**config.mk**
```make
export PLATFORM = sky130hd
export DESIGN_NAME = dram_refresh_ctrl
export DESIGN_NICKNAME = d
export VERILOG_FILES = /design/src/rtl/dram_ref_pkg.sv /design/src/rtl/dram_ref_tick_counter.sv /design/src/rtl/dram_ref_row_counter.sv /design/src/rtl/dram_ref_burst_tracker.sv /design/src/rtl/dram_refresh_ctrl.sv
export SDC_FILE = /design/constraint.sdc
export NUM_CORES = 1
export LEC_CHECK = 0
export BUFFER_PORTS_ARGS = -buffer_cell sky130_fd_sc_hd__buf_4
export CORE_MARGIN = 5
export CORE_UTILIZATION = 63
export CTS_BUF_LIST = sky130_fd_sc_hd__clkbuf_4 sky130_fd_sc_hd__clkbuf_8
export DETAILED_ROUTE_END_ITERATION = 12
export GPL_ROUTABILITY_DRIVEN = 0
export HOLD_SLACK_MARGIN = 0.1
export PLACE_DENSITY = 0.81
export SLEW_MARGIN = 20
export SYNTH_ARGS = -nofsm -noshare
export SYNTH_HDL_FRONTEND = slang
export SYNTH_SLANG_ARGS = --single-unit
export TNS_END_PERCENT = 30
```
**constraint.sdc**
```tcl
create_clock -name clk -period 4 [get_ports clk]
set_clock_uncertainty 0.2 [all_clocks]
set_input_delay 0.4 -clock clk [delete_from_list [all_inputs] [get_ports clk]]
set_output_delay 0.4 -clock clk [all_outputs]
set_load 0.01 [all_outputs]
```
**src/rtl/dram_ref_pkg.sv**
```systemverilog
package dram_ref_pkg;
    typedef enum logic [2:0] {
        ST_IDLE,
        ST_COL_FIRST,
        ST_CBR_HOLD,
        ST_SELF,
        ST_EXIT_HOLD,
        ST_ROW_ACT,
        ST_DRAIN
    } ref_state_t;
endpackage

```
**src/rtl/dram_ref_tick_counter.sv**
```systemverilog
module dram_ref_tick_counter #(
    parameter int LIMIT = 4
) (
    input  logic clk,
    input  logic rst,
    input  logic clr,
    input  logic en,
    output logic hit
);
    localparam int CW = (LIMIT > 1) ? $clog2(LIMIT) : 1;
    localparam logic [CW-1:0] LAST = CW'(LIMIT - 1);

    logic [CW-1:0] cnt_q;

    assign hit = en && (cnt_q == LAST);

    always_ff @(posedge clk) begin
        if (rst || clr) begin
            cnt_q <= '0;
        end else if (en) begin
            cnt_q <= hit ? '0 : cnt_q + 1'b1;
        end
    end
endmodule

```
**src/rtl/dram_ref_row_counter.sv**
```systemverilog
module dram_ref_row_counter #(
    parameter int ROWS  = 64,
    parameter int ROW_W = 6
) (
    input  logic             clk,
    input  logic             rst,
    input  logic             advance,
    output logic [ROW_W-1:0] row
);
    localparam logic [ROW_W-1:0] LAST_ROW = ROW_W'(ROWS - 1);

    always_ff @(posedge clk) begin
        if (rst) begin
            row <= '0;
        end else if (advance) begin
            row <= (row == LAST_ROW) ? '0 : row + 1'b1;
        end
    end
endmodule

```
**src/rtl/dram_ref_burst_tracker.sv**
```systemverilog
module dram_ref_burst_tracker #(
    parameter int ROWS  = 64,
    parameter int ROW_W = 6
) (
    input  logic             clk,
    input  logic             rst,
    input  logic             arm,
    input  logic             hit,
    input  logic [ROW_W-1:0] hit_row,
    output logic             owed
);
    logic [ROWS-1:0] seen_q;
    logic [ROWS-1:0] hit_vec;
    logic            covered;

    for (genvar i = 0; i < ROWS; i++) begin : g_row
        assign hit_vec[i] = hit && (hit_row == ROW_W'(i));
        always_ff @(posedge clk) begin
            if (rst || arm) begin
                seen_q[i] <= 1'b0;
            end else if (owed && hit_vec[i]) begin
                seen_q[i] <= 1'b1;
            end
        end
    end

    assign covered = &(seen_q | hit_vec);

    always_ff @(posedge clk) begin
        if (rst) begin
            owed <= 1'b0;
        end else if (arm) begin
            owed <= 1'b1;
        end else if (owed && hit && covered) begin
            owed <= 1'b0;
        end
    end
endmodule

```
**src/rtl/dram_refresh_ctrl.sv**
```systemverilog
module dram_refresh_ctrl
    import dram_ref_pkg::*;
#(
    parameter int ROWS         = 64,
    parameter int ENTRY_CYCLES = 10000,
    parameter int SELF_PERIOD  = 1560,
    parameter int EXIT_HOLD    = 10,
    localparam int ROW_W       = (ROWS > 1) ? $clog2(ROWS) : 1
) (
    input  logic             clk,
    input  logic             rst,
    input  logic             row_strobe_n,
    input  logic             col_strobe_n,
    input  logic [ROW_W-1:0] row_addr_in,
    output logic             refresh_pulse,
    output logic [ROW_W-1:0] refresh_row,
    output logic             in_self_refresh,
    output logic             burst_owed
);
    ref_state_t state_q, state_d;

    logic both_low, both_high;
    logic hold_hit, self_hit, exit_hit;
    logic fire_cbr, fire_ror, fire_any, arm_burst;
    logic [ROW_W-1:0] cnt_row, fire_row;

    assign both_low  = !row_strobe_n && !col_strobe_n;
    assign both_high = row_strobe_n && col_strobe_n;

    dram_ref_tick_counter #(.LIMIT(ENTRY_CYCLES)) u_entry_cnt (
        .clk (clk),
        .rst (rst),
        .clr (state_q != ST_CBR_HOLD),
        .en  ((state_q == ST_CBR_HOLD) && both_low),
        .hit (hold_hit)
    );

    dram_ref_tick_counter #(.LIMIT(SELF_PERIOD)) u_self_timer (
        .clk (clk),
        .rst (rst),
        .clr (state_q != ST_SELF),
        .en  ((state_q == ST_SELF) && !both_high),
        .hit (self_hit)
    );

    dram_ref_tick_counter #(.LIMIT(EXIT_HOLD)) u_exit_cnt (
        .clk (clk),
        .rst (rst),
        .clr (state_q != ST_EXIT_HOLD),
        .en  ((state_q == ST_EXIT_HOLD) && both_high),
        .hit (exit_hit)
    );

    dram_ref_row_counter #(.ROWS(ROWS), .ROW_W(ROW_W)) u_row_cnt (
        .clk     (clk),
        .rst     (rst),
        .advance (fire_cbr),
        .row     (cnt_row)
    );

    assign fire_any = fire_cbr || fire_ror;
    assign fire_row = fire_ror ? row_addr_in : cnt_row;

    dram_ref_burst_tracker #(.ROWS(ROWS), .ROW_W(ROW_W)) u_burst (
        .clk     (clk),
        .rst     (rst),
        .arm     (arm_burst),
        .hit     (fire_any),
        .hit_row (fire_row),
        .owed    (burst_owed)
    );

    always_comb begin
        state_d   = state_q;
        fire_cbr  = 1'b0;
        fire_ror  = 1'b0;
        arm_burst = 1'b0;
        unique case (state_q)
            ST_IDLE: begin
                if (!row_strobe_n) begin
                    state_d  = ST_ROW_ACT;
                    fire_ror = 1'b1;
                end else if (!col_strobe_n) begin
                    state_d = ST_COL_FIRST;
                end
            end
            ST_COL_FIRST: begin
                if (col_strobe_n) begin
                    state_d = ST_IDLE;
                end else if (!row_strobe_n) begin
                    state_d  = ST_CBR_HOLD;
                    fire_cbr = 1'b1;
                end
            end
            ST_CBR_HOLD: begin
                if (both_high)      state_d = ST_IDLE;
                else if (!both_low) state_d = ST_DRAIN;
                else if (hold_hit)  state_d = ST_SELF;
            end
            ST_SELF: begin
                if (both_high)     state_d  = ST_EXIT_HOLD;
                else if (self_hit) fire_cbr = 1'b1;
            end
            ST_EXIT_HOLD: begin
                if (!both_high) begin
                    state_d = ST_SELF;
                end else if (exit_hit) begin
                    state_d   = ST_IDLE;
                    arm_burst = 1'b1;
                end
            end
            ST_ROW_ACT: begin
                if (row_strobe_n) state_d = col_strobe_n ? ST_IDLE : ST_DRAIN;
            end
            ST_DRAIN: begin
                if (both_high) state_d = ST_IDLE;
            end
            default: state_d = ST_IDLE;
        endcase
    end

    always_ff @(posedge clk) begin
        if (rst) state_q <= ST_IDLE;
        else     state_q <= state_d;
    end

    always_ff @(posedge clk) begin
        if (rst) begin
            refresh_pulse   <= 1'b0;
            refresh_row     <= '0;
            in_self_refresh <= 1'b0;
        end else begin
            refresh_pulse   <= fire_any;
            if (fire_any) refresh_row <= fire_row;
            in_self_refresh <= (state_d == ST_SELF) || (state_d == ST_EXIT_HOLD);
        end
    end
endmodule

```
Word-level counts from Yosys, hierarchy flattened
Cells that the tools add are included.

operators by class
  shifts and indexed selects = 0
  multipliers = 0
  div/mod/pow operators = 0
  bitwise logic cells = 1
  order comparisons = 0
  $add $sub $neg = 4
  eq/ne operators = 78
  multiplexer cells = 30
  reduce and logical (&&, ||, !) cells = 151

operators with widths
  kind                   number
  $eq 6x6->1 const B     33
  $logic_and 1x1->1      138
  $eq 6x5->1 const B     16
  $or 64x64->64          1
  $reduce_and 64->1      1
  $eq 6x4->1 const B     8
  $mux 3                 13
  $eq 6x3->1 const B     4
  $pmux 3 s7             1
  $add 14x1->14 const B  1
  $eq 14x14->1 const B   1
  $mux 14                1
  $eq 3x3->1 const B     4
  $eq 6x2->1 const B     2
  $mux 6                 2
  $add 11x1->11 const B  1
  $eq 11x11->1 const B   1
  $mux 11                1
  $mux 1                 10
  $eq 3x2->1 const B     3
  $add 6x1->6 const B    1
  $eq 6x1->1 const B     1
  $logic_not 6->1        1
  $logic_or 1x1->1       6
  10 further kinds       13

storage, ports and cells
  RAM bits = 0
  input bits = 10
  bits in latches = 0
  output and inout bits = 9
  ROM bits = 0
  memories kept = 0
  register bits = 111

Longest topological paths before layout
Gate-level depths: netlist of run 1.

  depth in word-level cells = 14
  mapped depth = 11
  gate-level depth less buffers = 8

Hierarchy
Synthesis of run 1 repeated with hierarchy kept, for this count alone.

second synthesis, totals
  cell total of the unflattened synthesis = 616
  area, all modules = 5267.6 µm²

modules (own cells, without submodules)
  module                                 area an instance (µm²)  times used  sequential area each (µm²)  cells each
  dram_ref_burst_tracker                 2866.5                  1           1301.2                      345
  dram_refresh_ctrl                      739.5                   1           220.2                       84
  dram_ref_tick_counter at u_entry_cnt   655.6                   1           280.3                       76
  dram_ref_tick_counter at u_self_timer  526.8                   1           220.2                       57
  dram_ref_row_counter                   277.8                   1           120.1                       31
  dram_ref_tick_counter at u_exit_cnt    201.4                   1           80.1                        23

Worst setup path before layout of run 1
No wires, ideal clock.

  path type = in2reg
  from = input port row_strobe_n
  to = register u_burst.owed
  cell stages on the path = 10
  setup slack = 907 ps
  arrival = 2761 ps
  path buffers = 3
  path through = or4_1 buf_2 buf_6 mux2i_1 buf_2 nor2_1 a21oi_1 or4_1 nor4_1 a211oi_1

between the ends
  cells in the longest elaborated chain, start to end = 13

RTL lines
  what                         RTL line                      source
  start, declared              dram_refresh_ctrl.sv:12       input logic row_strobe_n,
  $logic_and 1x1->1            dram_refresh_ctrl.sv:28       assign both_high = row_strobe_n && col_strobe_n;
  $logic_not 1->1              n/a
  $logic_and 1x1->1            dram_refresh_ctrl.sv:42       .en ((state_q == ST_SELF) && !both_high),
  $logic_and 1x1->1            dram_ref_tick_counter.sv:15   assign hit = en && (cnt_q == LAST);
  $mux 1                       dram_refresh_ctrl.sv:102      else if (self_hit) fire_cbr = 1'b1;
  $mux 1                       dram_refresh_ctrl.sv:101      if (both_high) state_d = ST_EXIT_HOLD;
  $pmux 1 s2                   dram_refresh_ctrl.sv:78       unique case (state_q)
  $logic_or 1x1->1             dram_refresh_ctrl.sv:61       assign fire_any = fire_cbr || fire_ror;
  $logic_and 1x1->1            dram_ref_burst_tracker.sv:17  assign hit_vec[i] = hit && (hit_row == ROW_W'(i));
  $or 64x64->64                dram_ref_burst_tracker.sv:27  assign covered = &(seen_q | hit_vec);
  $reduce_and 64->1            dram_ref_burst_tracker.sv:27
  $logic_and 1x1->1            dram_ref_burst_tracker.sv:34  end else if (owed && hit && covered) begin
  $reduce_bool 2->1 (no line)  n/a
  end signal, assigned         dram_ref_burst_tracker.sv:31  owed <= 1'b0;
  end signal, assigned         dram_ref_burst_tracker.sv:33  owed <= 1'b1;
  end signal, assigned         dram_ref_burst_tracker.sv:35  owed <= 1'b0;
  end, declared                dram_ref_burst_tracker.sv:10  output logic owed

Parallel ways exist; a longest one is shown, timed or not.
A chain may end at the register's enable or synchronous reset.

Worst setup path after layout of run 1
  from = register state_q[2]
  to = register u_burst.owed

between the ends
  cells in the longest elaborated chain, start to end = 12

RTL lines
  what                         RTL line                                          source
  start, declared              dram_refresh_ctrl.sv:20                           ref_state_t state_q, state_d;
  start signal, assigned       dram_refresh_ctrl.sv:124                          else state_q <= state_d;
  $eq 3x2->1                   dram_refresh_ctrl.sv:42, dram_refresh_ctrl.sv:78
  $logic_and 1x1->1            dram_refresh_ctrl.sv:42
  $logic_and 1x1->1            dram_ref_tick_counter.sv:15
  $mux 1                       dram_refresh_ctrl.sv:102
  $mux 1                       dram_refresh_ctrl.sv:101
  $pmux 1 s2                   dram_refresh_ctrl.sv:78
  $logic_or 1x1->1             dram_refresh_ctrl.sv:61
  $logic_and 1x1->1            dram_ref_burst_tracker.sv:17
  $or 64x64->64                dram_ref_burst_tracker.sv:27
  $reduce_and 64->1            dram_ref_burst_tracker.sv:27
  $logic_and 1x1->1            dram_ref_burst_tracker.sv:34
  $reduce_bool 2->1 (no line)  n/a

Parallel ways exist; a longest one is shown, timed or not.

==> flow_metrics.tcl, run 1 <==
set metrics [dict create \
    cts_buffers 9 \
    yosysMostFrequentCell "nor2_1" \
    ys_warn_count 0 \
    synthFlopType "dfxtp_1" \
    cp-end-kind "flip-flop" \
    synth_top_family_by_area "simple AND/OR/NAND/NOR gates" \
    critPathKind "reg2reg" \
    dieArea_sq_mm 0.01089 \
    synth_top_area_share_pct 39.61 \
    drtIter0Drc 616 \
    relSlewSlack_pct 22.70 \
    clock_latency_ps 390 \
    synthTopCellsByCount "156 x nor2_1, 111 x dfxtp_1, 110 x a21oi_1, 39 x clkbuf_1, 38 x nand2_1" \
    min_from "row_addr_in[4]" \
    fin_nets 724 \
    io_pins 19 \
    async_flop_share_pct 0 \
    cts-root-buf "clkbuf_8" \
    syn_inst 714 \
    crit_path_start "state_q[2]" \
    die_w_microns 104.4 \
    grt_pass1_wl_mm 24.27 \
    io_buffer_count 18 \
    muxShareOfSynthArea_pct 3.880 \
    tightest_slew_ps 1147 \
    ys_ff_latch 111 \
    synth_edf_count 0 \
    syn_area_per_cell_sq_um 7.858 \
    postRouteWirelength_mm 14.93 \
    ys_seq_area_share_pct 39.61 \
    drv_slew 0 \
    crit_family "simple AND/OR/NAND/NOR gates" \
    cts-htree-levels 3 \
    synth_compound_area_share_pct 18.82 \
    path_cells "or4_1, buf_4, nand4_1, o41ai_2, buf_4, and3_1, o22ai_1, or4_1, nor4_1, a211oi_1" \
    status "finished, final reports clean" \
    yosys.area_share.adder_pct 1.115 \
    clock-sinks 111 \
    cts_buffer_depth 2 \
    start_util_pct 64.33 \
    grt_max_degree 67 \
    power.density_mw_per_mm2 343.4 \
    finalSetupViolCount 0 \
    synthToLayoutAreaGrowth_pct 6.869 \
    setup_tns_ps 0 \
    drtAntennaViolNets 0 \
    dieHeight_microns 104.4 \
    drv_cap 0 \
    dr.pass1.iters 7 \
    p_leak_nw 2.104 \
    cpMaxStageDelayCell "or4_1" \
    dp_cells 805 \
    synth_xor_area_share_pct 3.278 \
    fin_crit_ps 3527 \
    min_period_over_period_pct 88.17 \
    grt_overflow 0 \
    arrival_ps 3600 \
    avgRoutedWirePerCell_microns 18.16 \
    max_stage_delay_ps 610 \
    path_buf_inv 2 \
    antenna_found_initial 0 \
    regToRegStartpoint "state_q[2]" \
    grt_pass1_vias 4883 \
    fin_cells 822 \
    hold_viol 0 \
    hold_ws_ps 113.9 \
    synth_nets 729 \
    vias 5386 \
    fmax_mhz 283.5 \
    hp-class "in2reg" \
    synth_area_leader_cell "dfxtp_1" \
    ir_drop_mv 0.2286 \
    clk_pin_slew_ps 120 \
    cp_max_fo 14 \
    yosys.cell_types.count 59 \
    hpwlAfterDp_mm 10.42 \
    rows 34 \
    drive_gt1_share_pct 9.244 \
    grtUsageTotal_pct 26.69 \
    antenna_cells 0 \
    yosys.area_share.simple_pct 29.28 \
    synthTopCellsByArea "dfxtp_1 40%, nor2_1 10%, a21oi_1 9.8%" \
    startpoint_type "flip-flop" \
    rsz0062_at_grt "no" \
    cts_tree "yes" \
    core_area_sq_mm 0.008721 \
    avgViaCountPerCell 6.552 \
    synthesis.area_sq_mm 0.005610 \
    drc_errors 0 \
    crit_required_ps 4070 \
]
cell families after synthesis:
family                   count (synthesis)
multiplexers                            19
adder cells (fa/ha/maj)                  5
AO/OA/AOI/OAI                          174
XOR/XNOR                                21
flip-flops                             111
buffers and inverters                   55
AND/OR/NAND/NOR                        329
stage by stage:
stage,util (%),setup slack [ps],total power [mW],area (sq um)
floorplan,-,907.3,1.340,5610
global placement,66.44,463.8,1.414,5794
detailed placement,66.44,361.1,1.419,5794
CTS,68.72,534.9,2.057,5993
global route,68.75,294.5,2.127,5996
finish,68.75,473.1,2.059,5996
metal layers:
metal | track usage [%] | share of wire [%] | wire length (microns) | vias up
met5 | 0 | 0 | 0 | -
met4 | 9.436 | 3.8 | 570 | 0
met3 | 6.580 | 11 | 1620 | 71
met2 | 41.99 | 45 | 6706 | 331
met1 | 35.56 | 40 | 6031 | 2459
li1 | - | - | - | 2525
worst min-delay path, stage by stage:
cell	delay [ps]
buf_4	140
nand2_1	50
a311oi_1	70
layout by cell type (no fill, tap or decap), types with 10 or more instances in the layout:
cell type | Yosys | layout
nor4bb_1 | 10 | 10
nand2_1 | 38 | 38
xor2_1 | 17 | 17
nor4_1 | 12 | 12
a31oi_1 | 16 | 16
mux2i_1 | 12 | 12
and2_1 | 10 | 10
nor3_1 | 18 | 18
nor2_1 | 156 | 156
a21oi_1 | 110 | 110
buf_4 | 0 | 32
nand3_1 | 15 | 15
dfxtp_1 | 111 | 111
o21ai_0 | 12 | 11
final timing paths:
path / to / slack [ps] / cells after the start
max: u_burst.owed / 470 / 10
min: refresh_row[4] / 110 / 3
min reg2reg: u_burst.seen_q[16] / 290 / 2
max reg2reg: u_burst.owed / 470 / 10
report_power, final:
| part | total [mW] | switching [mW] | internal (mW) |
|---|---|---|---|
| registers | 1.13 | 0.0138 | 1.12 |
| clock network | 0.655 | 0.412 | 0.244 |
| logic | 0.271 | 0.178 | 0.0926 |
area by class of cell:
cell class                      instances  area (sq um)
Fill cell                             722          2725
Clock buffer                           10         131.4
Sequential cell                       111          2222
Clock inverter                          6         57.56
Multi-Input combinational cell        548          3177
Timing Repair Buffer                   33         250.2
Tap cell                              108         135.1
Inverter                                6         22.52
sequential cells by signal, indices dropped and copies added, names as in the netlist:
signal / count
u_burst.seen_q: 64
u_entry_cnt.cnt_q: 14
u_self_timer.cnt_q: 11
refresh_row: 6
u_row_cnt.row: 6
u_exit_cnt.cnt_q: 4
state_q: 3
in_self_refresh: 1
refresh_pulse: 1
u_burst.owed: 1
repair_timing:
item / 4_1_cts / 5_1_grt
hold endpoints to repair: 1 / 0
gates resized for setup: 0 / 0
hold buffers: 1 / 0
setup buffers: 0 / 0
No activity file was read; power rests on OpenSTA's default activity.
==> run 2, diff against run 1 <==
--- a/config.mk
+++ b/config.mk
@@ -5,14 +5,14 @@
 export SDC_FILE = /design/constraint.sdc
 export NUM_CORES = 1
 export LEC_CHECK = 0
-export BUFFER_PORTS_ARGS = -buffer_cell sky130_fd_sc_hd__buf_4
 export CORE_MARGIN = 5
 export CORE_UTILIZATION = 63
 export CTS_BUF_LIST = sky130_fd_sc_hd__clkbuf_4 sky130_fd_sc_hd__clkbuf_8
 export DETAILED_ROUTE_END_ITERATION = 12
+export DONT_BUFFER_PORTS = 1
 export GPL_ROUTABILITY_DRIVEN = 0
 export HOLD_SLACK_MARGIN = 0.1
-export PLACE_DENSITY = 0.81
+export PLACE_DENSITY_LB_ADDON = 0.08
 export SLEW_MARGIN = 20
 export SYNTH_ARGS = -nofsm -noshare
 export SYNTH_HDL_FRONTEND = slang
==> flow_metrics.tcl, run 2 (synthesis gave the netlist of run 1 again) <==
set metrics [dict create \
    relSlewSlack_pct 36.72 \
    path_cells "buf_4, or4_1, buf_12, o41ai_2, and3_1, o22ai_1, or4_1, nor4_1, a211oi_1" \
    cp_max_fo 31 \
    largest_register "u_burst.seen_q" \
    power.density_mw_per_mm2 355.5 \
    cts-htree-levels 3 \
    grtUsageTotal_pct 26.66 \
    dieArea_sq_mm 0.01089 \
    swShare_pct 26.37 \
    synthToLayoutAreaGrowth_pct 6.557 \
    antenna_cells 0 \
    p_clk_share_pct 35.4 \
    post-place-ws_ps 632.5 \
    fin_nets 713 \
    grt_overflow 0 \
    vias 5257 \
    drtIter0Drc 604 \
    cts_buffers 9 \
    setup_tns_ps 0 \
    comb_power_share_pct 11.1 \
    fillers 721 \
    finalSetupViolCount 0 \
    final_cell_mix "156 x nor2_1, 111 x dfxtp_1, 110 x a21oi_1" \
    regToRegStartpoint "state_q[1]" \
    critPathKind "reg2reg" \
    layout_commonest_cell "nor2_1" \
    tightest_slew_ps 946.1 \
    startpoint_type "flip-flop" \
    grt_pass1_wl_mm 24.23 \
    largest_reg_flops 64 \
    cts-root-buf "clkbuf_8" \
    drc_errors 0 \
    dieHeight_microns 104.4 \
    hpwlAfterDp_mm 10.07 \
    start_util_pct 64.33 \
    die_w_microns 104.4 \
    rows 34 \
    p_seq_share_pct 53.5 \
    grt_max_degree 67 \
    io_buffer_count 0 \
    rsz0062_at_grt "no" \
    avgViaCountPerCell 6.482 \
    min_period_over_period_pct 89.29 \
    hold_viol 0 \
    dr.pass1.iters 9 \
    status "finished, final reports clean" \
    crit_family "simple AND/OR/NAND/NOR gates" \
    postRouteWirelength_mm 14.63 \
    crit_required_ps 4020 \
    min_from "row_strobe_n" \
    max_stage_delay_ps 590 \
    drv_cap 0 \
    cts_buffer_depth 2 \
    drtAntennaViolNets 0 \
    p_switching_mw 0.5604 \
    p_leak_nw 2.068 \
    fin_ws_ps 428.4 \
    clock-sinks 111 \
    cts_tree "yes" \
    drv_slew 0 \
    cp-end-kind "flip-flop" \
    path_buf_inv 2 \
    cts_hold_buf 9 \
    post_cts_buffers 0 \
    arrival_ps 3590 \
    core_area_sq_mm 0.008721 \
    intPower_mw 1.565 \
    crit_path_start "state_q[1]" \
    clk_pin_slew_ps 100 \
    reg_top3 "u_burst.seen_q: 64 flops, u_entry_cnt.cnt_q: 14 flops, u_self_timer.cnt_q: 11 flops" \
    fmax_mhz 280.0 \
    path_common_cell "or4_1" \
    io_pins 19 \
    avgRoutedWirePerCell_microns 18.04 \
    cts_resized 0 \
    antenna_found_initial 0 \
    fin_crit_ps 3572 \
    cpMaxStageDelayCell "o41ai_2" \
    ir_drop_mv 0.2380 \
    clock_latency_ps 380 \
    hp-class "in2reg" \
    grt_pass1_vias 4721 \
    drive_gt1_share_pct 6.686 \
]
[run 2: path summary, 6_finish.rpt]
| kind | endpoint | slack, ps | cells past startpoint |
|---|---|---|---|
| max | u_burst.owed | 430 | 9 |
| min | state_q[0] | 120 | 3 |
| max reg2reg | u_burst.owed | 430 | 9 |
| min reg2reg | u_burst.seen_q[53] | 270 | 2 |
[run 2: worst reg2reg max path: stages, from the launching register on]
cell and delay [ps]:
dfxtp_1 310, buf_4 170, or4_1 540, buf_12 220, o41ai_2 610, and3_1 250, o22ai_1 80, or4_1 560
nor4_1 350, a211oi_1 120
[run 2: per-stage QoR]
step,cells,instance area [sq um],hold WS (ps),utilization (%),power (mW)
3_5_place_dp,786,5664,252.1,64.95,1.381
3_3_place_gp,786,5664,249.1,64.95,1.377
4_1_cts,811,5976,108.5,68.52,2.130
5_1_grt,811,5978,212.5,68.55,2.206
2_1_floorplan,714,5610,231.0,-,1.340
6_report,811,5978,119.4,68.55,2.125
[run 2: final cells by class]
cell class	instances	area [sq um]	area share, %
multi-input cells	548	3177	53.14
flip-flops and latches	111	2222	37.17
inverters	6	22.52	0.3767
clock buffers	10	131.4	2.198
well taps	108	135.1	2.260
clock inverters	6	90.09	1.507
repair buffers	22	200.2	3.349
[run 2: power groups by stage]
stage	clock network (mW)	logic, mW	registers [mW]
2_1_floorplan	0	0.183	1.16
3_3_place_gp	0	0.215	1.16
3_5_place_dp	0	0.218	1.16
4_1_cts	0.761	0.231	1.14
5_1_grt	0.808	0.258	1.14
6_report	0.752	0.237	1.14
[run 2: per-layer routing]
| metal | GRT usage, % | share of wire (%) | wire length (microns) |
|---|---|---|---|
| met5 | 0 | 0 | 0 |
| met4 | 10.73 | 3.6 | 531 |
| met2 | 40.86 | 45 | 6626 |
| met1 | 35.61 | 42 | 6183 |
| met3 | 7.014 | 8.8 | 1290 |
